<file path="config.mk">
export PLATFORM = sky130hd
export DESIGN_NAME = lite_uart_regs
export DESIGN_NICKNAME = d
export VERILOG_FILES = /design/src/rtl/lite_uart_pkg.sv /design/src/rtl/lite_uart_ctrl.sv /design/src/rtl/lite_uart_datapath.sv /design/src/rtl/lite_uart_regs.sv
export SDC_FILE = /design/constraint.sdc
export NUM_CORES = 1
export LEC_CHECK = 0
export BUFFER_PORTS_ARGS = -buffer_cell sky130_fd_sc_hd__buf_2
export CAP_MARGIN = 20
export CORE_MARGIN = 1.5
export CORE_UTILIZATION = 35
export DETAILED_ROUTE_END_ITERATION = 6
export PLACE_DENSITY = 0.64
export SYNTH_ARGS = -nofsm -noshare
export SYNTH_HDL_FRONTEND = slang
export SYNTH_SLANG_ARGS = --single-unit
</file>
<file path="constraint.sdc">
create_clock -name clk -period 4.45 [get_ports clk]
set_input_delay 0.445 -clock clk [delete_from_list [all_inputs] [get_ports clk]]
set_output_delay 0.445 -clock clk [all_outputs]
set_load 0.01 [all_outputs]
</file>
<file path="src/rtl/lite_uart_pkg.sv">
package lite_uart_pkg;
  localparam int unsigned REG_RX     = 0;
  localparam int unsigned REG_TX     = 1;
  localparam int unsigned REG_STATUS = 2;
  localparam int unsigned REG_CTRL   = 3;
  localparam int unsigned CTRL_RXRST_BIT = 1;
  localparam int unsigned CTRL_IE_BIT    = 4;

  typedef struct packed {
    logic popRx;
    logic pushRx;
    logic rxClear;
    logic txLoad;
    logic ctrlLoad;
    logic setOverrun;
  } uartStrobes_t;
endpackage

</file>
<file path="src/rtl/lite_uart_ctrl.sv">
module lite_uart_ctrl
  import lite_uart_pkg::*;
#(
  parameter int unsigned DEPTH = 8,
  parameter int unsigned IDX_W = 3,
  localparam int unsigned CNT_W = $clog2(DEPTH) + 1
) (
  input  logic             clk,
  input  logic             rstN,
  input  logic             busWr,
  input  logic             busRd,
  input  logic [IDX_W-1:0] regIdx,
  input  logic             rxClearBit,
  input  logic             rxValid,
  input  logic [CNT_W-1:0] rxCount,
  output uartStrobes_t     strobes,
  output logic             ipend,
  output logic             statusWrErr
);
  logic             isFull;
  logic             statusRd;
  logic [CNT_W-1:0] countNext;
  logic             ipendNext;

  assign isFull   = (rxCount == CNT_W'(DEPTH));
  assign statusRd = busRd && (regIdx == IDX_W'(REG_STATUS));

  always_comb begin
    strobes.ctrlLoad   = busWr && (regIdx == IDX_W'(REG_CTRL));
    strobes.rxClear    = strobes.ctrlLoad && rxClearBit;
    strobes.txLoad     = busWr && (regIdx == IDX_W'(REG_TX));
    strobes.popRx      = busRd && (regIdx == IDX_W'(REG_RX)) && (rxCount != '0);
    strobes.pushRx     = rxValid && !isFull && !strobes.rxClear;
    strobes.setOverrun = rxValid && isFull && !strobes.rxClear;
  end

  always_comb begin
    if (strobes.rxClear) countNext = '0;
    else countNext = rxCount + CNT_W'(strobes.pushRx) - CNT_W'(strobes.popRx);
    ipendNext = strobes.txLoad || (countNext != '0) ||
                (ipend && !(statusRd && (rxCount == '0)));
  end

  always_ff @(posedge clk) begin
    if (!rstN) begin
      ipend       <= 1'b0;
      statusWrErr <= 1'b0;
    end else begin
      ipend       <= ipendNext;
      statusWrErr <= busWr && (regIdx == IDX_W'(REG_STATUS));
    end
  end

  a_r8_ipend_held: assert property (@(posedge clk) disable iff (!rstN)
    (rxCount != '0) |-> ipend);
  a_r10_err_pulse: assert property (@(posedge clk) disable iff (!rstN)
    (busWr && regIdx == IDX_W'(REG_STATUS)) |=> statusWrErr);
  a_r8_tx_sets: assert property (@(posedge clk) disable iff (!rstN)
    strobes.txLoad |=> ipend);
endmodule

</file>
<file path="src/rtl/lite_uart_datapath.sv">
module lite_uart_datapath
  import lite_uart_pkg::*;
#(
  parameter int unsigned DEPTH = 8,
  parameter int unsigned IDX_W = 3,
  localparam int unsigned PTR_W = $clog2(DEPTH),
  localparam int unsigned CNT_W = PTR_W + 1
) (
  input  logic             clk,
  input  logic             rstN,
  input  uartStrobes_t     strobes,
  input  logic [31:0]      wdata,
  input  logic [7:0]       rxByte,
  input  logic             frameErrIn,
  input  logic             parityErrIn,
  input  logic [IDX_W-1:0] regIdx,
  input  logic             ipend,
  output logic [CNT_W-1:0] rxCount,
  output logic             rxReady,
  output logic             ctrlIe,
  output logic             txValid,
  output logic [7:0]       txByte,
  output logic [31:0]      rdata
);
  logic [7:0]       fifoMem [DEPTH];
  logic [PTR_W-1:0] wrPtr;
  logic [PTR_W-1:0] rdPtr;
  logic [31:0]      ctrlReg;
  logic [31:0]      txReg;
  logic             errOverrun;
  logic             errFrame;
  logic             errParity;
  logic [7:0]       statusByte;

  assign rdPtr   = wrPtr - rxCount[PTR_W-1:0];
  assign rxReady = (rxCount < CNT_W'(DEPTH));
  assign ctrlIe  = ctrlReg[CTRL_IE_BIT];

  always_ff @(posedge clk) begin
    if (strobes.pushRx) fifoMem[wrPtr] <= rxByte;
  end

  always_ff @(posedge clk) begin
    if (!rstN) begin
      wrPtr   <= '0;
      rxCount <= '0;
    end else if (strobes.rxClear) begin
      wrPtr   <= '0;
      rxCount <= '0;
    end else begin
      if (strobes.pushRx) wrPtr <= wrPtr + 1'b1;
      rxCount <= rxCount + CNT_W'(strobes.pushRx) - CNT_W'(strobes.popRx);
    end
  end

  always_ff @(posedge clk) begin
    if (!rstN) begin
      errOverrun <= 1'b0;
      errFrame   <= 1'b0;
      errParity  <= 1'b0;
    end else if (strobes.rxClear) begin
      errOverrun <= 1'b0;
      errFrame   <= 1'b0;
      errParity  <= 1'b0;
    end else begin
      if (strobes.setOverrun) errOverrun <= 1'b1;
      if (frameErrIn)         errFrame   <= 1'b1;
      if (parityErrIn)        errParity  <= 1'b1;
    end
  end

  always_ff @(posedge clk) begin
    if (!rstN) begin
      ctrlReg <= '0;
      txReg   <= '0;
      txValid <= 1'b0;
      txByte  <= '0;
    end else begin
      if (strobes.ctrlLoad) ctrlReg <= wdata;
      if (strobes.txLoad) begin
        txReg  <= wdata;
        txByte <= wdata[7:0];
      end
      txValid <= strobes.txLoad;
    end
  end

  assign statusByte = {errParity, errFrame, errOverrun, ipend, 1'b0, 1'b1,
                       (rxCount == CNT_W'(DEPTH)), (rxCount != '0)};

  always_comb begin
    unique case (regIdx)
      IDX_W'(REG_RX):     rdata = {24'd0, fifoMem[rdPtr]};
      IDX_W'(REG_TX):     rdata = txReg;
      IDX_W'(REG_STATUS): rdata = {24'd0, statusByte};
      IDX_W'(REG_CTRL):   rdata = ctrlReg;
      default:            rdata = '0;
    endcase
  end

  a_r4_count_bound: assert property (@(posedge clk) disable iff (!rstN)
    rxCount <= CNT_W'(DEPTH));
  a_r4_no_push_full: assert property (@(posedge clk) disable iff (!rstN)
    !(strobes.pushRx && rxCount == CNT_W'(DEPTH)));
  a_r5_pop_dec: assert property (@(posedge clk) disable iff (!rstN)
    (strobes.popRx && !strobes.pushRx && !strobes.rxClear) |=>
      rxCount == $past(rxCount) - 1'b1);
  a_r6_clear_empty: assert property (@(posedge clk) disable iff (!rstN)
    strobes.rxClear |=> (rxCount == '0) && !errOverrun);
  a_r7_tx_pulse: assert property (@(posedge clk) disable iff (!rstN)
    strobes.txLoad |=> txValid);
endmodule

</file>
<file path="src/rtl/lite_uart_regs.sv">
module lite_uart_regs
  import lite_uart_pkg::*;
#(
  parameter int unsigned ADDR_W = 5,
  parameter int unsigned DEPTH  = 8,
  localparam int unsigned IDX_W = ADDR_W - 2,
  localparam int unsigned CNT_W = $clog2(DEPTH) + 1
) (
  input  logic              clk,
  input  logic              rstN,
  input  logic [ADDR_W-1:0] busAddr,
  input  logic              busWr,
  input  logic              busRd,
  input  logic [31:0]       busWdata,
  output logic [31:0]       busRdata,
  input  logic              rxValid,
  input  logic [7:0]        rxByte,
  output logic              rxReady,
  input  logic              frameErrIn,
  input  logic              parityErrIn,
  output logic              txValid,
  output logic [7:0]        txByte,
  output logic              irq,
  output logic              statusWrErr
);
  uartStrobes_t     strobes;
  logic [IDX_W-1:0] regIdx;
  logic [1:0]       unusedByteLane;
  logic [CNT_W-1:0] rxCount;
  logic             ipend;
  logic             ctrlIe;

  assign regIdx         = busAddr[ADDR_W-1:2];
  assign unusedByteLane = busAddr[1:0];

  lite_uart_ctrl #(.DEPTH(DEPTH), .IDX_W(IDX_W)) ctrl_i (
    .clk(clk), .rstN(rstN), .busWr(busWr), .busRd(busRd), .regIdx(regIdx),
    .rxClearBit(busWdata[CTRL_RXRST_BIT]), .rxValid(rxValid),
    .rxCount(rxCount), .strobes(strobes), .ipend(ipend),
    .statusWrErr(statusWrErr)
  );

  lite_uart_datapath #(.DEPTH(DEPTH), .IDX_W(IDX_W)) dp_i (
    .clk(clk), .rstN(rstN), .strobes(strobes), .wdata(busWdata),
    .rxByte(rxByte), .frameErrIn(frameErrIn), .parityErrIn(parityErrIn),
    .regIdx(regIdx), .ipend(ipend), .rxCount(rxCount), .rxReady(rxReady),
    .ctrlIe(ctrlIe), .txValid(txValid), .txByte(txByte), .rdata(busRdata)
  );

  assign irq = ipend && ctrlIe;
endmodule

</file>
Yosys cells after proc, flatten, opt, wreduce, memory -nomap -nowiden. Memories as Yosys holds them, arrays and structs flattened. Index checks and enable logic that the tools add are counted.

Register bits: 85. Bits in latches: 0. Memory bits (writable): 64. Memory bits (read-only): 0. Input port bits: 52. Output and inout port bits: 44. Word-level logic and storage cells: 50. Memories: 1.

Memory list: dp_i.fifoMem (depth 8, width 8, read ports 1, clocked after memory_dff 0, write ports 1, line lite_uart_datapath.sv:25) `logic [7:0] fifoMem [DEPTH];`.

Add/sub/neg operators: 4. Multiply operators: 0. Div/mod/pow operators: 0. $lt $le $gt $ge: 1. Equality and inequality tests: 4. Shift-type cells: 0. Multiplexer cells: 4. Bitwise operators: 1. Reductions and logical operators: 24.

Operators by type and width (count): $pmux 32 s4 (1); $logic_and 1x1->1 (14); $reduce_bool 4->1 (2); $eq 3x2->1 const B (2); $add 4x1->4 (1); $eq 4x4->1 const B (1); $logic_not 4->1 (1); $lt 4x4->1 const B (1); $mux 4 (1); $sub 4x1->4 (1); $add 3x1->3 const B (1); $eq 3x1->1 const B (1); $logic_not 1->1 (3); $logic_not 3->1 (1); $sub 3x3->3 (1); $logic_or 1x1->1 (2); $mux 1 (2); $reduce_or 2->1 (1); $not 1->1 (1).

Longest topological paths before layout.
Depth in word-level cells: 11. Depth in mapped cells: 13. Gate-level depth less buffers: 13.

Cells and area by module. Synthesis repeated with hierarchy kept, for this count alone.

Cell total of the unflattened synthesis: 483. Area total of the unflattened synthesis: 6259.8 um^2.

Modules (own cells, without submodules): lite_uart_datapath (instances 1, cells each 442, area each 5949.5 um^2); lite_uart_ctrl (instances 1, cells each 40, area each 304.0 um^2); lite_uart_regs (instances 1, cells each 1, area each 6.3 um^2).

Worst setup path before layout. No wires, ideal clock.

Path type: register to output. From: reg dp_i.wrPtr[0]. To: out busRdata[0]. Data arrival time: 2.480 ns. Data required time: 4.005 ns. Slack: 1.525 ns. Stages on the path, launching flop included: 10. Path buffers: 1. Cells stage by stage: dfxtp_1 inv_1 ha_1 inv_1 fa_1 clkbuf_1 mux4_2 mux2_4 mux4_2 nor2b_4.

Longest elaborated chain between the ends: 3.

Ends and longest elaborated chain: start: declaration (line lite_uart_datapath.sv:26) `logic [PTR_W-1:0] wrPtr;`; start signal: assignment (line lite_uart_datapath.sv:51) `if (strobes.pushRx) wrPtr <= wrPtr + 1'b1;`; $sub 3x3->3 (line lite_uart_datapath.sv:35) `assign rdPtr = wrPtr - rxCount[PTR_W-1:0];`; $mem_v2 8x8; $pmux 32 s4 (line lite_uart_datapath.sv:92) `unique case (regIdx)`; end: declaration (line lite_uart_regs.sv:15) `output logic [31:0] busRdata,`.

Every way passes these cells.

Worst setup path after layout. Ends and elaborated chain as after synthesis.

==> summary.md <==
| Metric | Value |
|---|---|
| Run status | `completed` |
| Yosys warning total | `0` |
| Post-CTS Hold Buffers | `0` |
| Worst path buffer plus inverter count | `3` |
| Yosys reg bits | `141` |
| CP Launch Type | `flop` |
| Die area | `about 18,000 um2` |
| Dpl cell area | `between 6000 and 7000 um2` |
| Antenna-violating nets left | `0` |
| MaxCap Viol Count | `0` |
| Ratio of cells with drive above 1 in the final layout | `between 20% and 30%` |
| Synth-to-layout area growth | `20.2%` |
| Post-synth top area cell | `edfxtp_1` |
| Residual DRC count | `0` |
| CTS sink count | `141` |
| Crit share post-route | `82.3%` |
| CTS buffer count | `17` |
| Max Clock Freq | `between 200 and 300 MHz` |
| Core area | `between 15,000 and 20,000 um2` |
| Post-synthesis xor/xnor area fraction | `0.832%` |
| Worst-Skew Late Latency | `0.42 ns` |
| Post-cts repair resize count | `0` |
| Maximum root-to-sink buffer count | `2` |
| Rel. slew slack | `36.6%` |
| Leak Pwr | `0.00264 uW` |
| Worst setup path class | `reg2out` |
| Max VDD drop | `0.000282 V` |
| Total grt overflow | `0` |
| Cell seen most often among critical-path stages | `inv_1` |
| Crit end category | `primary output` |
| Via count | `4,252` |
| WP data arrival | `3.22 ns` |
| Family with the most delay on the worst path | `multiplexers` |
| Via density | `5.03` |
| Mapped Avg Cell Area | `11.0 um2` |
| Synth area leaders | `edfxtp_1, dfxtp_1, nand2_1` |
| Design area | `a little over 7000 um2` |
| Simple-gate share of the synthesized area | `between 10% and 20%` |
| Worst-path maximum fanout | `9` |
| H-tree depth | `4` |
| Final Hold Viols | `0` |
| CTS clk-pin slew, worst paths | `0.06 ns` |
| Detailed Route Iter0 Violations | `317` |
| CTS tree | `yes` |
| Ys flop type | `dfxtp_1` |
| RSZ-0062 raised after global routing | `no` |
| GP Congestion | `between 0.8 and 0.9` |
| Critical Path RT | `4.01 ns` |
| Largest net degree at the start of global routing | `67` |
| Pwr/cell area | `496 nW/um2` |
| Slowest stage delay, CP | `0.67 ns` |
| Routed length per instance | `roughly 17 um` |
| First-pass GRT wire length | `about 23,000 um` |
| CTS root buffer | `clkbuf_16` |
| Final Critical Period | `~3.7 ns` |
| Starting Density | `approximately 36%` |
| Crit-path cells | `inv_1 > ha_1 > inv_1 > fa_1 > xnor3_1 > mux2_4 > mux4_2 > nor2b_4 > buf_2` |
| Cell Rows | `between 40 and 50` |
| Sequential share of the synthesized area | `59.0%` |
| Hold Path Class | `in2reg` |
| Post-synthesis adder-cell area fraction | `2.39%` |
| HPWL Detailed | `9690 um` |
| Syn Nets | `between 500 and 600` |
| EDFF count, synth | `64` |
| Finish-stage setup viols | `0` |
| GRT Overall Usage | `between 15 and 20%` |
| Critical path's slowest cell | `xnor3_1` |
| Vias in the first global route | `4,260` |
| Largest family of logic cells by synthesized area | `simple AND/OR/NAND/NOR gates` |
| Height of the die | `132 um` |
| I/O Pins | `96` |
| Setup Buffers After CTS | `0` |
| Post-synthesis compound-gate area fraction | `11.8%` |
| Slew of the pin with the lowest slew margin | `0.947 ns` |
| Antenna diodes | `0` |
| Clock skew | `~0.0086 ns` |
| Synth Cell Area | `5870 um2` |
| Async SR Flop Fraction | `0%` |
| Post-synth top area share | `about 33%` |
| Post-Synthesis Cells | `around 530` |
| Routed WL | `14,400 um` |
| TNS Setup | `0 ns` |
| Multiplexer share of the synthesized area | `8.58%` |
| # port buffers | `93` |
| Pins over their slew limit | `0` |
| Antenna violations before repair | `0` |
| Die Wd | `132 um` |
| Drt first pass iters | `4` |
| Nets | `675` |
| Unique masters post-synth | `45` |
worst reg2reg max path, delay by kind of cell (launching register included):
kind / cells / cell delay, ns
simple gates: 3 / 0.74
fa+ha+maj: 3 / 0.85
flops: 1 / 0.33
xor+xnor: 1 / 0.24
buf+inv: 2 / 0.24
compound gates: 2 / 0.29
synth_stat cells, types with 8 or more instances:
cell type / count
ha_1: 8
mux4_2: 17
clkbuf_1: 31
nand2_1: 139
inv_1: 11
a21oi_1: 68
nor2_1: 22
buf_4: 8
a22o_1: 24
dfxtp_1: 77
edfxtp_1: 64
through the flow:
stage	util [%]	cells	hold slack, ns	worst slack [ns]	power, uW
finish	42.8	846	0.276	0.786	3500
CTS	42.7	845	0.270	0.763	3520
global route	42.8	846	0.279	0.658	3650
detailed placement	39.5	813	0.447	1.21	2240
global placement	39.3	812	0.440	1.23	2220
floorplan	-	534	0.433	1.53	2040
placed cells by master (no fill, tap or decap), drive strengths merged, types with 3 or more instances in the layout:
master	Yosys	layout
edfxtp	64	64
a21oi	68	68
clkinv	0	5
o22ai	5	5
clkbuf	31	24
a22o	24	24
mux2i	6	6
nor2b	4	4
mux4	17	17
nor3	4	4
buf	13	104
a22oi	6	6
ha	8	8
and3	3	3
nor2	22	22
dfxtp	77	77
inv	11	11
mux2	5	5
nand2	139	139
cell type report:
| cell class | instances | area [um2] |
|---|---|---|
| Timing Repair Buffer | 104 | 581 |
| Multi-Input combinational cell | 338 | 2160 |
| Tap cell | 220 | 275 |
| Inverter | 11 | 41.3 |
| Clock buffer | 24 | 462 |
| Fill cell | 1545 | 9420 |
| Sequential cell | 141 | 3460 |
| Clock inverter | 8 | 70.1 |
layer usage:
metal / vias to the layer above / track usage (%) / share of wire [%] / wire [um]
li1: 2037 / - / - / -
met1: 2048 / 20.1 / 42 / 6080
met2: 146 / 29.4 / 50 / 7160
met5: - / 0 / 0 / 0
met4: 0 / 5.56 / 1.5 / 216
met3: 21 / 4.75 / 6.5 / 941
cell families after synthesis:
group                      count (synthesis)
AOI/OAI and AO/OA                        112
xor gates and xnor gates                   4
adders and majority gates                 10
buffers and inverters                     55
DFF                                      141
muxes                                     28
and+or+nand+nor                          184
flip-flops by register name, indices dropped and copies added (netlist names):
signal              cells
dp_i.wrPtr              3
dp_i.txValid            1
dp_i.errParity          1
dp_i.errFrame           1
dp_i.rxCount            4
dp_i.txReg             32
ctrl_i.ipend            1
ctrl_i.statusWrErr      1
dp_i.ctrlReg           32
dp_i.fifoMem           64
dp_i.errOverrun         1
final timing paths:
check	from	to	slack, ns	depth (start not counted)
worst max-delay path	dp_i.wrPtr[0]	busRdata[0]	0.79	9
worst max register to register	dp_i.rxCount[2]	ctrl_i.ipend	1.64	11
worst min register to register	dp_i.txReg[17]	dp_i.txReg[17]	0.45	2
worst min-delay path	busWdata[27]	dp_i.ctrlReg[27]	0.28	3
power by group:
part,internal [uW],leakage [uW],switching (uW)
clock,777,0.000251,509
combinational,366,0.00118,387
sequential,1420,0.00121,35.4
total,2560,0.00264,932
Note: power is estimated with default switching activity, not from simulation.
